[src/rtl/ivc_pkg.sv]
package ivc_pkg;

  typedef enum logic [1:0] {
    CLS_MASKABLE = 2'b00,
    CLS_NONMASK  = 2'b01,
    CLS_RESET    = 2'b10,
    CLS_SPARE    = 2'b11
  } slot_class_e;

  // Maskable covers the spare code as well
  function automatic logic class_is_maskable(logic [1:0] c);
    return (c != CLS_NONMASK) && (c != CLS_RESET);
  endfunction

  // Word address of a vector entry: base plus two bytes per slot
  function automatic logic [31:0] vec_word(logic [31:0] base, logic [31:0] idx);
    return base + (idx << 1);
  endfunction

endpackage

[src/rtl/ivc_flag_bank.sv]
module ivc_flag_bank #(
  parameter int          N_SLOTS    = 16,
  parameter logic [63:0] LEVEL_MASK = 64'hD032
) (
  input  logic               clk,
  input  logic               rst_n,
  input  logic [N_SLOTS-1:0] src_i,
  input  logic [N_SLOTS-1:0] clr_i,
  output logic [N_SLOTS-1:0] pend_o
);

  for (genvar s = 0; s < N_SLOTS; s++) begin : g_slot
    if (LEVEL_MASK[s]) begin : g_level
      assign pend_o[s] = src_i[s];
    end else begin : g_latch
      logic flag_q;
      always_ff @(posedge clk) begin
        if (!rst_n) flag_q <= 1'b0;
        else        flag_q <= (flag_q & ~clr_i[s]) | src_i[s];
      end
      assign pend_o[s] = flag_q;

      // a clear with no new event empties the flag
      p_ack_clears_r8: assert property (@(posedge clk) disable iff (!rst_n)
        clr_i[s] && !src_i[s] |=> !pend_o[s]);
      // a new event always leaves the flag set
      p_set_wins_r11: assert property (@(posedge clk) disable iff (!rst_n)
        src_i[s] |=> pend_o[s]);
    end
  end

endmodule

[src/rtl/ivc_qualify.sv]
module ivc_qualify #(
  parameter int N_SLOTS  = 16,
  parameter int WDT_SLOT = 10
) (
  input  logic                 clk,
  input  logic                 rst_n,
  input  logic [N_SLOTS-1:0]   pend_i,
  input  logic [N_SLOTS-1:0]   ie_i,
  input  logic                 gie_i,
  input  logic [2*N_SLOTS-1:0] cls_i,
  input  logic                 wdt_interval_i,
  output logic [N_SLOTS-1:0]   req_o
);
  import ivc_pkg::*;

  for (genvar s = 0; s < N_SLOTS; s++) begin : g_slot
    logic ie_eff;
    logic maskable;
    if (s == WDT_SLOT) begin : g_wdt
      assign ie_eff = ie_i[s] & wdt_interval_i;
    end else begin : g_plain
      assign ie_eff = ie_i[s];
    end
    assign maskable = class_is_maskable(cls_i[2*s +: 2]);
    assign req_o[s] = pend_i[s] & ie_eff & (gie_i | ~maskable);

    // no maskable request without the global enable
    p_gie_gate_r4: assert property (@(posedge clk) disable iff (!rst_n)
      req_o[s] && maskable |-> gie_i);
    // every class honours its own enable and pending bit
    p_ie_gate_r5: assert property (@(posedge clk) disable iff (!rst_n)
      req_o[s] |-> ie_i[s] && pend_i[s]);
  end

  if (WDT_SLOT < N_SLOTS) begin : g_wdt_chk
    // watchdog slot silent outside interval mode
    p_wdt_mode_r6: assert property (@(posedge clk) disable iff (!rst_n)
      !wdt_interval_i |-> !req_o[WDT_SLOT]);
  end

endmodule

[src/rtl/ivc_prio_pick.sv]
module ivc_prio_pick #(
  parameter int N_SLOTS = 16,
  localparam int IDX_W  = $clog2(N_SLOTS)
) (
  input  logic               clk,
  input  logic               rst_n,
  input  logic [N_SLOTS-1:0] req_i,
  output logic               any_o,
  output logic [IDX_W-1:0]   win_o
);

  always_comb begin
    win_o = '0;
    for (int s = 0; s < N_SLOTS; s++) begin
      if (req_i[s]) win_o = IDX_W'(s);
    end
    any_o = |req_i;
  end

  // winner is requesting and nothing above it is
  p_pick_top_r2: assert property (@(posedge clk) disable iff (!rst_n)
    any_o |-> req_i[win_o] && ((req_i >> win_o) >> 1) == '0);

endmodule

[src/rtl/ivc_top.sv]
module ivc_top #(
  parameter int          N_SLOTS    = 16,
  parameter int          ADDR_W     = 16,
  parameter logic [31:0] VEC_BASE   = 32'h0000_FFE0,
  parameter logic [63:0] LEVEL_MASK = 64'hD032,
  parameter int          WDT_SLOT   = 10,
  localparam int         IDX_W      = $clog2(N_SLOTS)
) (
  input  logic                 clk,
  input  logic                 rst_n,
  input  logic [N_SLOTS-1:0]   src_i,
  input  logic [N_SLOTS-1:0]   ie_i,
  input  logic                 gie_i,
  input  logic [2*N_SLOTS-1:0] cls_i,
  input  logic                 wdt_interval_i,
  input  logic                 ack_i,
  output logic                 irq_o,
  output logic [IDX_W-1:0]     slot_o,
  output logic [ADDR_W-1:0]    vec_o
);
  import ivc_pkg::*;

  logic [N_SLOTS-1:0] pend;
  logic [N_SLOTS-1:0] req;
  logic [N_SLOTS-1:0] clr;
  logic               any;
  logic [IDX_W-1:0]   win;
  logic               irq_q;
  logic [IDX_W-1:0]   slot_q;
  logic [ADDR_W-1:0]  vec_q;
  logic               ack_take;

  assign ack_take = irq_q & ack_i;

  // Auto-clear only for the acknowledged slot when maskable
  for (genvar s = 0; s < N_SLOTS; s++) begin : g_clr
    assign clr[s] = ack_take && (slot_q == IDX_W'(s)) &&
                    class_is_maskable(cls_i[2*s +: 2]);
  end

  ivc_flag_bank #(.N_SLOTS(N_SLOTS), .LEVEL_MASK(LEVEL_MASK)) u_flags (
    .clk(clk), .rst_n(rst_n), .src_i(src_i), .clr_i(clr), .pend_o(pend)
  );

  ivc_qualify #(.N_SLOTS(N_SLOTS), .WDT_SLOT(WDT_SLOT)) u_qual (
    .clk(clk), .rst_n(rst_n), .pend_i(pend), .ie_i(ie_i), .gie_i(gie_i),
    .cls_i(cls_i), .wdt_interval_i(wdt_interval_i), .req_o(req)
  );

  ivc_prio_pick #(.N_SLOTS(N_SLOTS)) u_pick (
    .clk(clk), .rst_n(rst_n), .req_i(req), .any_o(any), .win_o(win)
  );

  always_ff @(posedge clk) begin
    if (!rst_n) begin
      irq_q  <= 1'b0;
      slot_q <= '0;
      vec_q  <= ADDR_W'(VEC_BASE);
    end else if (ack_take) begin
      irq_q  <= 1'b0;
    end else if (!irq_q) begin
      irq_q  <= any;
      slot_q <= win;
      vec_q  <= ADDR_W'(vec_word(VEC_BASE, 32'(win)));
    end
  end

  assign irq_o  = irq_q;
  assign slot_o = slot_q;
  assign vec_o  = vec_q;

  // presented vector matches presented slot
  p_vec_map_r3: assert property (@(posedge clk) disable iff (!rst_n)
    irq_q |-> vec_q == ADDR_W'(vec_word(VEC_BASE, 32'(slot_q))));
  // frozen until acknowledge
  p_hold_r9: assert property (@(posedge clk) disable iff (!rst_n)
    irq_q && !ack_i |=> irq_q && $stable(slot_q) && $stable(vec_q));
  // acknowledge drops the request for a cycle
  p_ack_drop_r10: assert property (@(posedge clk) disable iff (!rst_n)
    irq_q && ack_i |=> !irq_q);
  // at most one flag cleared per acknowledge
  p_clr_single_r8: assert property (@(posedge clk) disable iff (!rst_n)
    $onehot0(clr));
  // nothing raised without a qualified request
  p_no_spurious_r2: assert property (@(posedge clk) disable iff (!rst_n)
    !irq_q && !any |=> !irq_q);

endmodule

[config.mk]
export PLATFORM = sky130hd
export DESIGN_NAME = ivc_top
export DESIGN_NICKNAME = d
export VERILOG_FILES = /design/src/rtl/ivc_pkg.sv /design/src/rtl/ivc_flag_bank.sv /design/src/rtl/ivc_qualify.sv /design/src/rtl/ivc_prio_pick.sv /design/src/rtl/ivc_top.sv
export SDC_FILE = /design/constraint.sdc
export NUM_CORES = 1
export LEC_CHECK = 0
export ABC_CLOCK_PERIOD_IN_PS = 1550
export CAP_MARGIN = 5
export CELL_PAD_IN_SITES_DETAIL_PLACEMENT = 0
export CELL_PAD_IN_SITES_GLOBAL_PLACEMENT = 1
export CORE_ASPECT_RATIO = 1.2
export CORE_MARGIN = 4
export CORE_UTILIZATION = 37
export DETAILED_ROUTE_END_ITERATION = 10
export DONT_BUFFER_PORTS = 1
export PLACE_DENSITY_LB_ADDON = 0.1
export SKIP_CTS_REPAIR_TIMING = 1
export SYNTH_ARGS = -nofsm -noshare
export SYNTH_HDL_FRONTEND = slang
export SYNTH_SLANG_ARGS = --single-unit
[constraint.sdc]
create_clock -name clk -period 1.55 [get_ports clk]
set_clock_uncertainty 0.15 [all_clocks]
set_input_delay 0.31 -clock clk [delete_from_list [all_inputs] [get_ports clk]]
set_output_delay 0.31 -clock clk [all_outputs]
set_load 0.01 [all_outputs]
==> summary.txt <==
Timing
  – Tmin final: 1491 ps
  – Final setup vio count: 0
  – Slew Limit Fails: 0
  – Final hold viol count: 1
  – TNS Setup: 0 ps
  – Peak Freq: 670.8 MHz
  – Period utilization: 96.18%
  – RSZ-0062 raised after global routing: yes
  – Worst Hold Slack: -6.195 ps

Drt
  – Routed Wire Length: roughly 3.2 mm
  – Antenna viol nets, final: 0
  – Initial DRC Count: 32
  – Via/cell ratio: 5.553
  – Drt wl/cell: around 17 um
  – # DRC: 0
  – DRT Pass-1 Iters: 4
  – Via count of the routed design: 1055

Worst setup path
  – Crit end category: register
  – Critical Path Start: irq_o
  – Worst path max stage delay: roughly 360 ps
  – Number of cells on the worst reg-to-reg path: 4
  – Reg2Reg Setup Slack: slightly below 60 ps
  – CP startpoint kind: register
  – Setup crit end: u_flags.g_slot[0].g_latch.flag_q
  – WP data arrival: 1530 ps
  – Endpoint of the worst register-to-register path: u_flags.g_slot[0].g_latch.flag_q
  – Crit-path cells: nand2_2, or3_4, o41a_1, o21a_1
  – FF-to-FF Start: irq_o
  – Max FO, Critical Path: 3
  – Worst Path Required: 1590 ps
  – CP Class: register to register
  – Crit-path slowest cell: dfxtp_2
  – Cell family with most CP delay: compound AO/OA/AOI/OAI gates
  – WP buf/inv: 0
  – Crit. path cell count: 4

Hold path
  – HP Class: input pin to register

Synth
  – Synth Instances: 138
  – Sequential share of the synthesized area: 25.42%
  – Top cells by area, synth: dfxtp_1 25%, xor2_1 12%, buf_4 11%
  – Ys flop type: dfxtp_1
  – Mean Syn Cell Area: 8.559 um2
  – Largest area contributor in the netlist: dfxtp_1
  – Synth top area share: 25.42%
  – Number of synthesized register bits: 15
  – FFs w/ async S/R, synth: 0%
  – Mapped Area: 1181 um2
  – Post-synth EDFFs: 0
  – Cell variety after synth: 34
  – Count of synthesis-stage warnings from yosys: 0

GRT
  – Antenna violations before repair: 0
  – Largest net degree at the start of global routing: 21
  – Vias in the first global route: 1044
  – Grt ovf: 0
  – First-pass GRT wire length: 4.781 mm
  – Gr usage total: 14.58%

Final layout
  – Synth-to-Final Area Change: 14.51%
  – Ant diodes: 0
  – Nets: 224
  – Share of layout cells above drive strength 1: 16.88%
  – Fill cells: 320

Floorplan
  – Row cnt: 22
  – Starting Density: 38.66%
  – Core region area: 3055 um2
  – I/O pins: 90
  – Die area: 4164 um2
  – Die Wd: between 50 and 60 um
  – Vert. Die Dim: 69.89 um

Clocking
  – Clk slew on worst S/H paths: approximately 90 ps
  – CTS Buf Count: 3
  – Clk buf depth: 2
  – CTS tree: yes
  – Clk root buf: clkbuf_4
  – Clock Latency Late Sink: 280 ps
  – Num Clock Sinks: 15
  – CTS H-tree lvls: 1

Status
  – Status: finished, violations left
  – Violated checks: negative hold slack

Power
  – Tot Pwr: 0.0009926 W
  – P_leak: about 0.56 nW
  – Worst vdd rail ir drop: 0.3701 mV
  – Pwr Density: 733.9 nW/um2

Placed design
  – Hpwl dp: 2.618 mm
  – Buffers on Ports: 0
  – Placer Congestion: 0.7069

Run
  – Max Cap Viol: 0
[cell usage after synthesis (all sizes together) (2+ instances only)]
cell type	instances
buf	19
o211ai	16
xor2	16
dfxtp	15
nand2	9
o21a	9
o31a	7
o211a	5
a21oi	4
nor2	4
nand3	3
nand4	3
o21ai	3
a31oi	2
and2	2
conb	2
nand2b	2
nor2b	2
o41a	2
or3	2
[kinds of logic after synthesis]
group | synth area share [%]
other | 0.6358
buffers and inverters | 11.97
AOI/OAI and AO/OA | 35.06
and+or+nand+nor | 15.04
xor gates and xnor gates | 11.86
DFF | 25.42
[where the power goes]
part / switching [W] / internal, W / total [W]
Sequential: 0.0000334 / 0.000422 / 0.000456
Clock: 0.000131 / 0.0000998 / 0.000231
Combinational: 0.000155 / 0.000151 / 0.000306
Total: 0.000320 / 0.000673 / 0.000993
[how the worst min path moves through the flow]
stage | startpoint | end | cells past startpoint
4_1_cts | rst_n | u_flags.g_slot[8].g_latch.flag_q | 1
2_1_floorplan | rst_n | irq_o | 2
6_report | src_i[0] | u_flags.g_slot[0].g_latch.flag_q | 1
3_3_place_gp | rst_n | u_flags.g_slot[10].g_latch.flag_q | 1
3_5_place_dp | rst_n | u_flags.g_slot[2].g_latch.flag_q | 1
5_1_grt | src_i[0] | u_flags.g_slot[0].g_latch.flag_q | 1
[final cells by class]
cell class	instances	area (um2)	area share (%)
Sequential cell	15	302.8	22.39
Inverter	1	3.754	0.2775
Timing Repair Buffer	21	182.7	13.51
Clock buffer	4	26.28	1.943
Multi-Input combinational cell	113	792.0	58.56
Tap cell	36	45.04	3.330
[layer usage]
metal | global-route usage (%) | vias to the layer above | wire (um)
li1 | - | 526 | -
met1 | 17.77 | 487 | 1195
met2 | 24.91 | 40 | 1747
met3 | 3.697 | 2 | 239
met4 | 3.695 | 0 | 15
met5 | 0 | - | 0
[registers in the layout, summed over array words and instances (netlist names)]
signal and flops:
u_flags.g_slot.g_latch.flag_q 10, irq_o 1, vec_o 4
[layout by cell type, fill, tap and decap left out, types with 3 or more instances in the layout]
cell	synthesis	routed
nand2_1	9	8
dfxtp_1	15	13
nor2_1	4	4
o211ai_1	15	15
xor2_1	16	16
a21oi_1	4	4
o21ai_0	3	3
nand3_1	3	3
clkbuf_4	0	3
dlygate4sd3_1	0	10
nand4_1	3	3
o211a_1	5	5
o21a_1	9	9
buf_4	17	11
conb_1	2	12
o31a_1	6	6
[per-stage QoR]
step / area, um2 / util (%) / std cells / setup WS, ps
after floorplan: 1221 / - / 148 / 5.144
after global placement: 1211 / 39.64 / 176 / -21.72
after detailed placement: 1211 / 39.64 / 176 / -84.89
after CTS: 1237 / 40.50 / 180 / 1.238
after global routing: 1353 / 44.27 / 190 / -3.859
final: 1353 / 44.27 / 190 / 59.15
Note: power is estimated with default switching activity, not from simulation.
